`src/rtl/tcc_pkg.sv`:
```
package tcc_pkg;

  typedef enum logic {
    RATE_1_2 = 1'b0,
    RATE_2_3 = 1'b1
  } rate_e;

  typedef struct packed {
    logic [1:0] bits;
    logic       pair;
    logic       eof;
  } sym_t;

endpackage

```
`src/rtl/tcc_shift_core.sv`:
```
module tcc_shift_core #(
  parameter int            K  = 3,
  parameter logic [K-1:0]  GA = 3'b111,
  parameter logic [K-1:0]  GB = 3'b101
) (
  input  logic         clk,
  input  logic         rst_n,
  input  logic         step,
  input  logic         clear,
  input  logic         din,
  output logic [1:0]   code,
  output logic [K-2:0] state
);
  localparam int M = K - 1;

  logic [M-1:0] sr_q, sr_d, base;

  always_comb begin
    base    = clear ? '0 : sr_q;
    code[1] = ^({din, base} & GA);
    code[0] = ^({din, base} & GB);
    sr_d    = sr_q;
    if (step) sr_d = {din, base[M-1:1]};
  end

  always_ff @(posedge clk or negedge rst_n) begin
    if (!rst_n) sr_q <= '0;
    else        sr_q <= sr_d;
  end

  assign state = sr_q;

  // memory frozen when no step occurs
  assert_mem_hold_R9: assert property (@(posedge clk) disable iff (!rst_n)
    !step |=> sr_q == $past(sr_q));

endmodule

```
`src/rtl/tcc_flush_ctrl.sv`:
```
module tcc_flush_ctrl #(
  parameter int NFLUSH = 2
) (
  input  logic clk,
  input  logic rst_n,
  input  logic start,
  output logic flushing,
  output logic final_step
);
  localparam int CW = $clog2(NFLUSH + 1);

  logic [CW-1:0] cnt_q, cnt_d;

  always_comb begin
    flushing   = (cnt_q != '0);
    final_step = (cnt_q == CW'(1));
    cnt_d      = cnt_q;
    if (start)         cnt_d = CW'(NFLUSH);
    else if (flushing) cnt_d = cnt_q - CW'(1);
  end

  always_ff @(posedge clk or negedge rst_n) begin
    if (!rst_n) cnt_q <= '0;
    else        cnt_q <= cnt_d;
  end

  // a flush run ends right after its final step
  assert_flush_end_R4: assert property (@(posedge clk) disable iff (!rst_n)
    final_step |=> !flushing);

endmodule

```
`src/rtl/tcc_puncture.sv`:
```
module tcc_puncture
  import tcc_pkg::*;
(
  input  logic       clk,
  input  logic       rst_n,
  input  logic       step,
  input  logic       restart,
  input  rate_e      rate_in,
  input  logic [1:0] code,
  input  logic       last_step,
  output logic       sym_valid_o,
  output sym_t       sym_o
);
  rate_e rate_q, rate_d, eff_rate;
  logic  phase_q, phase_d, eff_phase, drop;
  logic  valid_q;
  sym_t  sym_q, sym_d;

  always_comb begin
    eff_rate  = restart ? rate_in : rate_q;
    eff_phase = restart ? 1'b0 : phase_q;
    drop      = (eff_rate == RATE_2_3) && eff_phase;
    sym_d.bits = drop ? {code[1], 1'b0} : code;
    sym_d.pair = !drop;
    sym_d.eof  = last_step;
    phase_d   = step ? ~eff_phase : phase_q;
    rate_d    = (step && restart) ? rate_in : rate_q;
  end

  always_ff @(posedge clk or negedge rst_n) begin
    if (!rst_n) begin
      rate_q  <= RATE_1_2;
      phase_q <= 1'b0;
      valid_q <= 1'b0;
      sym_q   <= '0;
    end else begin
      rate_q  <= rate_d;
      phase_q <= phase_d;
      valid_q <= step;
      if (step) sym_q <= sym_d;
    end
  end

  assign sym_valid_o = valid_q;
  assign sym_o       = sym_q;

  // single-bit symbols only in rate 2/3
  assert_drop_mode_R7: assert property (@(posedge clk) disable iff (!rst_n)
    (valid_q && !sym_q.pair) |-> rate_q == RATE_2_3);
  // punctured position carries zero
  assert_drop_zero_R7: assert property (@(posedge clk) disable iff (!rst_n)
    (valid_q && !sym_q.pair) |-> sym_q.bits[0] == 1'b0);
  // latched rate moves only on a start-of-frame step
  assert_rate_hold_R8: assert property (@(posedge clk) disable iff (!rst_n)
    !(step && restart) |=> rate_q == $past(rate_q));

endmodule

```
`src/rtl/tcc_encoder.sv`:
```
module tcc_encoder
  import tcc_pkg::*;
#(
  parameter int           K  = 3,
  parameter logic [K-1:0] GA = 3'b111,
  parameter logic [K-1:0] GB = 3'b101
) (
  input  logic       clk,
  input  logic       rst_n,
  input  logic       in_valid,
  input  logic       in_bit,
  input  logic       in_sof,
  input  logic       in_last,
  input  logic       rate_sel,
  output logic       in_ready,
  output logic       sym_valid,
  output logic [1:0] sym_bits,
  output logic       sym_pair,
  output logic       sym_eof
);
  localparam int NFLUSH = K - 1;

  logic [1:0]   rst_sync_q;
  logic         rst_q;
  logic         accept, step, din, restart, flushing, final_step;
  logic [1:0]   code;
  logic [K-2:0] core_state;
  logic         pv;
  sym_t         ps;

  always_ff @(posedge clk or negedge rst_n) begin
    if (!rst_n) rst_sync_q <= 2'b00;
    else        rst_sync_q <= {rst_sync_q[0], 1'b1};
  end
  assign rst_q = rst_sync_q[1];

  always_comb begin
    in_ready = !flushing;
    accept   = in_valid && in_ready;
    step     = accept || flushing;
    din      = accept && in_bit;
    restart  = accept && in_sof;
  end

  tcc_shift_core #(.K(K), .GA(GA), .GB(GB)) u_core (
    .clk   (clk),
    .rst_n (rst_q),
    .step  (step),
    .clear (restart),
    .din   (din),
    .code  (code),
    .state (core_state)
  );

  tcc_flush_ctrl #(.NFLUSH(NFLUSH)) u_flush (
    .clk        (clk),
    .rst_n      (rst_q),
    .start      (accept && in_last),
    .flushing   (flushing),
    .final_step (final_step)
  );

  tcc_puncture u_punct (
    .clk         (clk),
    .rst_n       (rst_q),
    .step        (step),
    .restart     (restart),
    .rate_in     (rate_e'(rate_sel)),
    .code        (code),
    .last_step   (flushing && final_step),
    .sym_valid_o (pv),
    .sym_o       (ps)
  );

  assign sym_valid = pv;
  assign sym_bits  = ps.bits;
  assign sym_pair  = ps.pair;
  assign sym_eof   = pv && ps.eof;

  // trellis is back at zero when the end-of-frame symbol leaves
  assert_term_zero_R5: assert property (@(posedge clk) disable iff (!rst_q)
    sym_eof |-> core_state == '0);

endmodule

```
`config.mk`:
```
export PLATFORM = sky130hd
export DESIGN_NAME = tcc_encoder
export DESIGN_NICKNAME = d
export VERILOG_FILES = /design/src/rtl/tcc_pkg.sv /design/src/rtl/tcc_shift_core.sv /design/src/rtl/tcc_flush_ctrl.sv /design/src/rtl/tcc_puncture.sv /design/src/rtl/tcc_encoder.sv
export SDC_FILE = /design/constraint.sdc
export NUM_CORES = 1
export LEC_CHECK = 0
export BUFFER_PORTS_ARGS = -buffer_cell sky130_fd_sc_hd__buf_2
export CORE_MARGIN = 2
export CORE_UTILIZATION = 40
export CTS_BUF_LIST = sky130_fd_sc_hd__clkbuf_4 sky130_fd_sc_hd__clkbuf_8
export DETAILED_ROUTE_END_ITERATION = 16
export SYNTH_ARGS = -nofsm -noshare
export SYNTH_HDL_FRONTEND = slang
export SYNTH_HIERARCHICAL = 1
export SYNTH_SLANG_ARGS = --single-unit
```
`constraint.sdc`:
```
create_clock -name clk -period 0.8 [get_ports clk]
set_input_delay 0.04 -clock clk [delete_from_list [all_inputs] [get_ports clk]]
set_output_delay 0.04 -clock clk [all_outputs]
set_load 0.03 [all_outputs]
```
After elaboration in Yosys (flattened, before gate mapping)
Index checks and enable logic that the tools add are counted.
{"block": "op_classes", "addsub": 1, "eq_ne": 1, "muxes": 6, "n_bitwise": 1, "reduce_logical": 15}
{"operator": "$logic_and A1 B1 Y1", "count": 8}
{"operator": "$mux W2", "count": 3}
{"operator": "$reduce_xor A3 Y1", "count": 2}
{"operator": "$reduce_bool A2 Y1", "count": 2}
{"operator": "$mux W1", "count": 3}
{"operator": "$eq A2 B1 Y1 const B", "count": 1}
{"operator": "$logic_not A1 Y1", "count": 2}
{"operator": "$sub A2 B1 Y2 const B", "count": 1}
{"operator": "$logic_or A1 B1 Y1", "count": 1}
{"operator": "$not A1 Y1", "count": 1}
{"block": "totals", "regBits": 13, "inputBits": 7, "out_inout_bits": 6, "elab_cells": 33}

Logic depth before layout (Yosys ltp)
Gate-level depths: netlist (run 1).
{"block": "depth", "depth_word": 7, "mapped_depth": 8}

By module
Netlist (run 1), hierarchy kept.
{"module": "tcc_puncture", "n_inst": 1, "cells_per_inst": 21, "area_per_inst_um2": 281.5, "seq_area_each_um2": 175.2}
{"module": "tcc_flush_ctrl", "n_inst": 1, "cells_per_inst": 12, "area_per_inst_um2": 120.1, "seq_area_each_um2": 50.0}
{"module": "tcc_shift_core", "n_inst": 1, "cells_per_inst": 11, "area_per_inst_um2": 113.9, "seq_area_each_um2": 50.0}
{"module": "tcc_encoder", "n_inst": 1, "cells_per_inst": 10, "area_per_inst_um2": 103.8, "seq_area_each_um2": 50.0}

Worst setup path after synthesis (run 1)
OpenSTA, ideal clock, no wires.
{"block": "synth_path", "path_type": "flip-flop to flip-flop", "start": "reg u_flush.cnt_q[0]", "end": "reg u_punct.sym_q, in the netlist u_punct/sym_o[3]", "setup_time_ps": 125, "arrival_ps": 1478, "required_ps": 675, "setup_slack_ps": -802, "stages_incl_launch_ff": 8, "n_path_buf": 0, "synth_period_minus_slack_ps": 1602, "path_cell_list": "dfrtp_1 > inv_1 > ha_1 > inv_1 > and3b_1 > nor2_1 > xor2_1 > mux2_2"}
{"block": "synth_via", "elab_chain_cells": 6}
{"item": "from (decl)", "line_no": "tcc_flush_ctrl.sv:12", "source": "logic [CW-1:0] cnt_q, cnt_d;"}
{"item": "from (signal assigned)", "line_no": "tcc_flush_ctrl.sv:24", "source": "else cnt_q <= cnt_d;"}
{"item": "$reduce_bool A2 Y1", "line_no": "tcc_flush_ctrl.sv:15", "source": "flushing = (cnt_q != '0);"}
{"item": "net flushing", "line_no": "tcc_encoder.sv:25", "source": "logic accept, step, din, restart, flushing, final_step;"}
{"item": "$logic_not A1 Y1", "line_no": "tcc_encoder.sv:38", "source": "in_ready = !flushing;"}
{"item": "$logic_and A1 B1 Y1", "line_no": "tcc_encoder.sv:39", "source": "accept = in_valid && in_ready;"}
{"item": "$logic_and A1 B1 Y1", "line_no": "tcc_encoder.sv:42", "source": "restart = accept && in_sof;"}
{"item": "net restart", "line_no": "tcc_encoder.sv:25"}
{"item": "$mux W2", "line_no": "tcc_shift_core.sv:19", "source": "base = clear ? '0 : sr_q;"}
{"item": "$reduce_xor A3 Y1", "line_no": "tcc_shift_core.sv:20", "source": "code[1] = ^({din, base} & GA);"}
{"item": "net code[1]", "line_no": "tcc_encoder.sv:26", "source": "logic [1:0] code;"}
{"item": "to (signal assigned)", "line_no": "tcc_puncture.sv:40", "source": "if (step) sym_q <= sym_d;"}
{"item": "to (decl)", "line_no": "tcc_puncture.sv:17", "source": "sym_t sym_q, sym_d;"}
The timed path passes the listed nets, and every way through them passes these cells.
A chain may end at the register's enable or synchronous reset.

Worst setup path in the final report (run 1)
{"block": "layout_path", "start": "reg u_flush.cnt_q[0]", "end": "reg u_punct.rate_q"}
{"block": "layout_via", "elab_chain_cells": 5}
{"item": "$reduce_bool A2 Y1", "line_no": "tcc_flush_ctrl.sv:15"}
{"item": "net flushing", "line_no": "tcc_encoder.sv:25"}
{"item": "$logic_not A1 Y1", "line_no": "tcc_encoder.sv:38"}
{"item": "$logic_and A1 B1 Y1", "line_no": "tcc_encoder.sv:39"}
{"item": "$logic_and A1 B1 Y1", "line_no": "tcc_encoder.sv:42"}
{"item": "net restart", "line_no": "tcc_encoder.sv:25"}
{"item": "$logic_and A1 B1 Y1", "line_no": "tcc_puncture.sv:27", "source": "rate_d = (step && restart) ? rate_in : rate_q;"}
{"item": "to (signal assigned)", "line_no": "tcc_puncture.sv:37", "source": "rate_q <= rate_d;"}
{"item": "to (decl)", "line_no": "tcc_puncture.sv:14", "source": "rate_e rate_q, rate_d, eff_rate;"}
The timed path passes the listed nets, and every way through them passes these cells.

==> impl_table.tex, run 1 <==
\begin{tabular}{lr}
\hline
Metric & Value \\
\hline
\multicolumn{2}{l}{\textbf{GRT}} \\
Largest net degree at the start of global routing & 10 \\
Via count of the first global-routing pass & 433 \\
Antenna violations before repair & 0 \\
Aggregate global routing overflow & 0 \\
Global-route wire length before repair & 1790 um \\
Total global-route track usage & 13.0\% \\
\multicolumn{2}{l}{\textbf{Timing}} \\
Tmin final & 1470 ps \\
Number of hold violations in the final report & 0 \\
RSZ-0062 raised after global routing & yes \\
Fin Clk Skew & 5.02 ps \\
Finish-stage setup viols & 17 \\
Max Fclk & 679 MHz \\
Final slew viol count & 0 \\
Post-route setup slack & -673 ps \\
Portion of the clock cycle consumed by the worst path in the final layout & 184\% \\
\multicolumn{2}{l}{\textbf{Routing}} \\
Vias & 459 \\
Initial drt markers & 0 \\
Antenna viol nets, final & 0 \\
Wire length reported by the detailed router & 1050 um \\
Mean routed wirelength per cell & 10.1 um \\
Number of optimization iterations in the first detailed-route pass & 1 \\
DRC viols & 0 \\
Average vias per placed instance & 4.41 \\
\multicolumn{2}{l}{\textbf{Critical path}} \\
Depth of the worst register-to-register path & 7 \\
Flop2flop setup slack & -670 ps \\
Worst flop-to-flop path endpoint & u\_punct/rate\_q \\
Worst setup path startpoint & u\_flush/cnt\_q[0] \\
Required arrival time at the worst endpoint & 950 ps \\
CP endpoint & u\_punct/rate\_q \\
Origin of the critical flop-to-flop path & u\_flush/cnt\_q[0] \\
Nature of the critical path startpoint & flop \\
Crit path capture type & flop \\
Largest fanout on the critical path & 5 \\
Setup CP Type & reg2reg \\
Data arrival time of the worst path & 1620 ps \\
\multicolumn{2}{l}{\textbf{Clock tree}} \\
Number of sinks handled by clock tree synthesis & 13 \\
TritonCTS clock tree & yes \\
Buffer levels on the longest clock path & 2 \\
Buffer cell driving the clock tree root & sky130\_fd\_sc\_hd\_\_clkbuf\_4 \\
Clock slew at reported path FFs & 80 ps \\
Clock buffers created by TritonCTS & 3 \\
Htree depth & 1 \\
Skew-Pair Late Insertion Delay & 270 ps \\
\multicolumn{2}{l}{\textbf{Power}} \\
Clock network power share & 12.3\% \\
Net switching component of the power & 1.17 mW \\
PD cells & 3490 nW/um\^{}2 \\
Cell-internal power & 2.28 mW \\
Proportion of power drawn by flip-flops and latches & 29.5\% \\
Peak VDD IR & 2.50 mV \\
Logic pwr share & 58.2\% \\
Switching portion of total power & 33.9\% \\
Post-layout power & 3.45 mW \\
Leakage dissipation & 0.508 nW \\
\multicolumn{2}{l}{\textbf{Floorplanning}} \\
Initial standard-cell utilization of the core & 42.1\% \\
Floorplan core area & 1470 um\^{}2 \\
Site Rows & 14 \\
Die extent in y & 43.4 um \\
Horizontal extent of the die & 43.4 um \\
IO Count & 13 \\
Area of the die & 1880 um\^{}2 \\
\multicolumn{2}{l}{\textbf{Synthesis}} \\
Area leader, netlist & sky130\_fd\_sc\_hd\_\_dfrtp\_1 \\
Warnings from Yosys & 6 \\
Yosys reg bits & 13 \\
Syn nets & 63 \\
Average cell area after synthesis & 11.5 um\^{}2 \\
Seq/Total Area, Yosys & 52.5\% \\
Top cell type's share of synthesized area & 52.5\% \\
Synthesized instance count & 54 \\
Synth Cell Area & 619 um\^{}2 \\
Cell types occupying the most area after synthesis & sky130\_fd\_sc\_hd\_\_dfrtp\_1 53\%, sky130\_fd\_sc\_hd\_\_and3b\_1 5.7\%, sky130\_fd\_sc\_hd\_\_ha\_1 4.0\% \\
Post-synthesis cell type count & 25 \\
\multicolumn{2}{l}{\textbf{Run status}} \\
Failing checks & negative setup slack \\
Outcome & finished with violations \\
\multicolumn{2}{l}{\textbf{Place}} \\
Cell count after placement & 92 \\
Detailed placer's ending HPWL & 796 um \\
Final GP Congestion & 0.700 \\
Number of port buffers & 12 \\
\multicolumn{2}{l}{\textbf{Finish}} \\
Fill count & 107 \\
Count of nets after finishing & 98 \\
Post-route non-filler standard cell count & 104 \\
Share of cells above drive strength 1 & 64.8\% \\
ANT cells & 0 \\
Layout area overhead & 59.6\% \\
\multicolumn{2}{l}{\textbf{Run}} \\
Max-cap violations & 0 \\
\multicolumn{2}{l}{\textbf{Hold path}} \\
Hold Crit Class & in2reg \\
Cell count of the worst hold path & 2 \\
\hline
\end{tabular}
[metrics by stage]
stage / hold WS [ps] / area (um^2) / utilization (%) / TNS (ps) / setup slack [ps]
global placement: -174 / 808 / 54.9 / -5450 / -662
detailed placement: -172 / 808 / 54.9 / -5620 / -691
CTS: 1.34 / 940 / 63.9 / -6780 / -690
global route: 4.18 / 988 / 67.2 / -8080 / -733
finish: 11.0 / 988 / 67.2 / -7160 / -673
floorplan: -256 / 644 / - / -5120 / -667
[logic make-up after synthesis]
family	Yosys count	share of synthesized area, %
AND/OR/NAND/NOR	18	19.2
AO/OA/AOI/OAI	5	4.65
XOR/XNOR	4	5.66
other	1	0.605
multiplexers	4	7.88
flip-flops	13	52.5
buffers and inverters	7	5.45
adder cells (fa/ha/maj)	2	4.04
[layout make-up]
cell class              count  area [um^2]  share of cell area (%)
flip-flops and latches     13          327                    33.0
multi-input cells          34          317                    32.0
clock buffers               4         30.0                    3.04
repair buffers             31          270                    27.3
inverters                   6         25.0                    2.53
well taps                  16         20.0                    2.03
[power by group through the flow]
stage	Sequential, mW	Combinational, mW	Clock, mW
global placement	1.00	1.47	0
CTS	1.01	1.86	0.446
global route	1.04	2.19	0.464
finish	1.02	2.01	0.423
floorplan	1.15	0.860	0
detailed placement	1.00	1.50	0
[cells in the mapped netlist, drive strengths merged]
cell type  count
nor2           4
nor2b          1
xnor2          2
nand2b         2
or2b           1
a21oi          2
nand2          2
or2            1
conb           1
dfrtp         13
ha             2
a21o           1
inv            6
and3b          4
buf            1
and2           2
mux2           4
nand3b         1
o22ai          1
o21ai          1
xor2           2
[worst min path at each step]
| stage | from | to | slack [ps] |
|---|---|---|---|
| after floorplan | rst_n | rst_sync_q[0] | -260 |
| after global placement | rst_n | rst_sync_q[1] | -170 |
| after detailed placement | rst_n | rst_sync_q[0] | -170 |
| after CTS | rate_sel | u_punct/rate_q | 1 |
| after global routing | rate_sel | u_punct/rate_q | 4 |
| final | rate_sel | u_punct/rate_q | 10 |
[what timing repair did]
action	4_1_cts	5_1_grt
buffers inserted	5	2
endpoints found under the hold margin	2	0
pin swaps	6	3
setup endpoints to repair	17	17
hold buffers	1	0
resized for setup	19	11
[per-layer routing]
layer / vias up / share of wire, % / track usage (%)
li1: 239 / - / -
met1: 211 / 45 / 16.6
met3: 2 / 2.5 / 2.50
met2: 7 / 51 / 19.7
met5: - / 0 / 0
met4: 0 / 0.76 / 9.09
[worst max-delay path, stage by stage, from the launching register on]
cell and delay (ps):
sky130_fd_sc_hd__dfrtp_1 390, sky130_fd_sc_hd__inv_2 70, sky130_fd_sc_hd__ha_4 140, sky130_fd_sc_hd__inv_4 40
sky130_fd_sc_hd__and3b_2 270, sky130_fd_sc_hd__buf_4 130, sky130_fd_sc_hd__nand2_4 40, sky130_fd_sc_hd__mux2_4 280
[sequential cells by signal, summed over array words and instances, names as in the netlist]
register	cells
u_punct/sym_o	4
rst_sync_q	2
u_core/state	2
u_flush/cnt_q	2
u_punct/phase_q	1
u_punct/rate_q	1
u_punct/sym_valid_o	1
[cell usage in the layout, fill, tap and decap left out, types with 2 or more instances in the layout]
master | Yosys | layout
sky130_fd_sc_hd__xor2_1 | 2 | 2
sky130_fd_sc_hd__buf_4 | 0 | 13
sky130_fd_sc_hd__inv_2 | 0 | 3
sky130_fd_sc_hd__buf_6 | 1 | 10
sky130_fd_sc_hd__a21oi_2 | 0 | 2
sky130_fd_sc_hd__mux2_4 | 1 | 4
sky130_fd_sc_hd__xnor2_1 | 2 | 2
sky130_fd_sc_hd__nor2_2 | 0 | 2
sky130_fd_sc_hd__and2_4 | 0 | 2
sky130_fd_sc_hd__and3b_2 | 0 | 3
sky130_fd_sc_hd__dfrtp_1 | 13 | 12
sky130_fd_sc_hd__buf_2 | 0 | 6
sky130_fd_sc_hd__clkbuf_4 | 0 | 4
sky130_fd_sc_hd__nand2b_1 | 2 | 2
sky130_fd_sc_hd__inv_1 | 6 | 2
Note: power is estimated with default switching activity, not from simulation.
==> run 2, diff against run 1 <==
Settings changed: GPL_TIMING_DRIVEN set to 0, REMOVE_ABC_BUFFERS set to 1.
==> impl_table.tex, run 2 (synthesis results as in run 1) <==
\begin{tabular}{lr}
\hline
Metric & Value \\
\hline
\multicolumn{2}{l}{\textbf{Power}} \\
PD cells & 3560 nW/um\^{}2 (+1.9\%) \\
Leakage dissipation & 0.464 nW (-8.6\%) \\
Post-layout power & 3.21 mW (-7.1\%) \\
Peak VDD IR & 1.73 mV (-31\%) \\
\multicolumn{2}{l}{\textbf{Floorplanning}} \\
Site Rows & 14 (unchanged) \\
Horizontal extent of the die & 43.4 um (unchanged) \\
Floorplan core area & 1470 um\^{}2 (unchanged) \\
Die extent in y & 43.4 um (unchanged) \\
IO Count & 13 (unchanged) \\
Initial standard-cell utilization of the core & 42.1\% (unchanged) \\
Area of the die & 1880 um\^{}2 (unchanged) \\
\multicolumn{2}{l}{\textbf{Finish}} \\
Count of nets after finishing & 92 (-6.1\%) \\
Commonest cells after routing, fill and taps aside & 13 x sky130\_fd\_sc\_hd\_\_dfrtp\_1, 9 x sky130\_fd\_sc\_hd\_\_buf\_4, 8 x sky130\_fd\_sc\_hd\_\_buf\_6 \\
Most common cell after layout, fill and taps aside & sky130\_fd\_sc\_hd\_\_dfrtp\_1 \\
Layout area overhead & 45.5\% \\
Share of cells above drive strength 1 & 51.2\% (-14 points) \\
Final core occ & 61.2\% (-6.0 points) \\
Largest register FFs & 4 (unchanged) \\
Total non-filler cell area in the finished layout & 901 um\^{}2 (-8.9\%) \\
ANT cells & 0 (unchanged) \\
\multicolumn{2}{l}{\textbf{GRT}} \\
Global-route wire length before repair & 1880 um (+5.0\%) \\
Aggregate global routing overflow & 0 (unchanged) \\
Largest net degree at the start of global routing & 14 (+4) \\
Total global-route track usage & 14.1\% (+1.1 points) \\
Antenna violations before repair & 0 (unchanged) \\
Via count of the first global-routing pass & 455 (+5.1\%) \\
\multicolumn{2}{l}{\textbf{Critical path}} \\
Slowest stage cell on the critical path & sky130\_fd\_sc\_hd\_\_dfrtp\_1 \\
Kind of cell with the highest combined delay on the critical path & flip-flops \\
Worst setup path startpoint & u\_flush/cnt\_q[1] \\
Crit path capture type & flop \\
Nature of the critical path startpoint & flop \\
Required arrival time at the worst endpoint & 960 ps (about the same) \\
Largest fanout on the critical path & 4 (-1) \\
Total stage count of the critical path & 7 (unchanged) \\
Worst flop-to-flop path endpoint & u\_punct/sym\_o[3] \\
Depth of the worst register-to-register path & 7 (unchanged) \\
Origin of the critical flop-to-flop path & u\_flush/cnt\_q[1] \\
Data arrival time of the worst path & 1640 ps (+20 ps) \\
Setup CP Type & reg2reg \\
CP endpoint & u\_punct/sym\_o[3] \\
Number of buffer and inverter instances along the worst setup path & 2 (-1) \\
Flop2flop setup slack & -690 ps (about the same) \\
Max incr delay on CP & 390 ps (about the same) \\
Cell-by-cell trace of the critical path & inv\_2, ha\_4, inv\_4, and3b\_2, nor2\_2, xor2\_1, mux2\_4 \\
\multicolumn{2}{l}{\textbf{Clock tree}} \\
Buffer cell driving the clock tree root & sky130\_fd\_sc\_hd\_\_clkbuf\_4 \\
Number of sinks handled by clock tree synthesis & 13 (unchanged) \\
Clock buffers created by TritonCTS & 3 (unchanged) \\
Htree depth & 1 (unchanged) \\
Skew-Pair Late Insertion Delay & 270 ps (about the same) \\
Clock slew at reported path FFs & 70 ps (about the same) \\
Buffer levels on the longest clock path & 2 (unchanged) \\
TritonCTS clock tree & yes \\
\multicolumn{2}{l}{\textbf{Run status}} \\
Outcome & finished with violations \\
Failing checks & negative setup slack \\
\multicolumn{2}{l}{\textbf{Hold path}} \\
Hold Crit Class & in2async \\
\multicolumn{2}{l}{\textbf{Timing}} \\
Post-route setup slack & -685 ps (-12.6 ps) \\
Finish-stage setup viols & 17 (unchanged) \\
Final-layout worst hold slack & 80.2 ps (+69.3 ps) \\
Portion of the clock cycle consumed by the worst path in the final layout & 186\% (+1.6 points) \\
Final slew viol count & 0 (unchanged) \\
Number of hold violations in the final report & 0 (unchanged) \\
Max Fclk & 673 MHz (-0.85\%) \\
Tmin final & 1490 ps (+12.6 ps) \\
Setup\_tns & -7030 ps (+130 ps) \\
Fin Clk Skew & 3.70 ps (-1.32 ps) \\
RSZ-0062 raised after global routing & yes \\
\multicolumn{2}{l}{\textbf{Routing}} \\
Vias & 459 (unchanged) \\
Initial drt markers & 2 (+2) \\
Antenna viol nets, final & 0 (unchanged) \\
DRC viols & 0 (unchanged) \\
Number of optimization iterations in the first detailed-route pass & 2 (+1) \\
Average vias per placed instance & 4.68 (+6.1\%) \\
Wire length reported by the detailed router & 1110 um (+5.5\%) \\
Mean routed wirelength per cell & 11.3 um (+12\%) \\
\multicolumn{2}{l}{\textbf{Place}} \\
Detailed placer's ending HPWL & 698 um (-12\%) \\
Number of port buffers & 12 (unchanged) \\
Post-Place Cell Area & 688 um\^{}2 (-15\%) \\
Final GP Congestion & 0.669 (-4.4\%) \\
\multicolumn{2}{l}{\textbf{Run}} \\
Max-cap violations & 0 (unchanged) \\
\hline
\end{tabular}
-- run 2: metrics by stage --
stage | std cells | setup WS (ps)
2_1_floorplan | 53 | -806
3_3_place_gp | 81 | -959
3_5_place_dp | 81 | -975
4_1_cts | 95 | -682
5_1_grt | 98 | -738
6_report | 98 | -685
-- run 2: how the worst min path moves through the flow --
stage	start	endpoint	slack, ps	depth (start not counted)
4_1_cts	rst_n	rst_sync_q[0]	60	2
5_1_grt	rst_n	rst_sync_q[0]	50	2
3_3_place_gp	rst_n	rst_sync_q[0]	-180	1
3_5_place_dp	rst_n	rst_sync_q[0]	-170	1
6_report	rst_n	rst_sync_q[0]	80	2
2_1_floorplan	rst_n	rst_sync_q[0]	-260	0
-- run 2: area by class of cell --
class                   count  area (um^2)
fillers                   140          571
flip-flops and latches     13          325
multi-input cells          34          293
repair buffers             25          208
clock buffers               4         30.0
inverters                   6         25.0
well taps                  16         20.0
-- run 2: power breakdown --
| group | switching (mW) | leakage (nW) | total (mW) | internal (mW) |
|---|---|---|---|---|
| Clock | 0.198 | 0.0184 | 0.425 | 0.227 |
| Sequential | 0.149 | 0.157 | 1.03 | 0.877 |
| Combinational | 0.765 | 0.288 | 1.76 | 0.991 |
| Total | 1.11 | 0.464 | 3.21 | 2.10 |
-- run 2: repair_timing --
item,CTS,global route
hold buffers,2,0
pin swaps,5,3
endpoints found under the setup margin,17,17
hold endpoints to repair,3,0
buffers inserted,8,4
gates resized for setup,28,3
-- run 2: per-layer routing --
layer	vias up	GRT usage [%]	share of wire, %
met4	0	5.45	0
met1	223	15.3	44
met3	0	6.25	3.7
met5	-	0	0
li1	226	-	-
met2	10	24.2	53
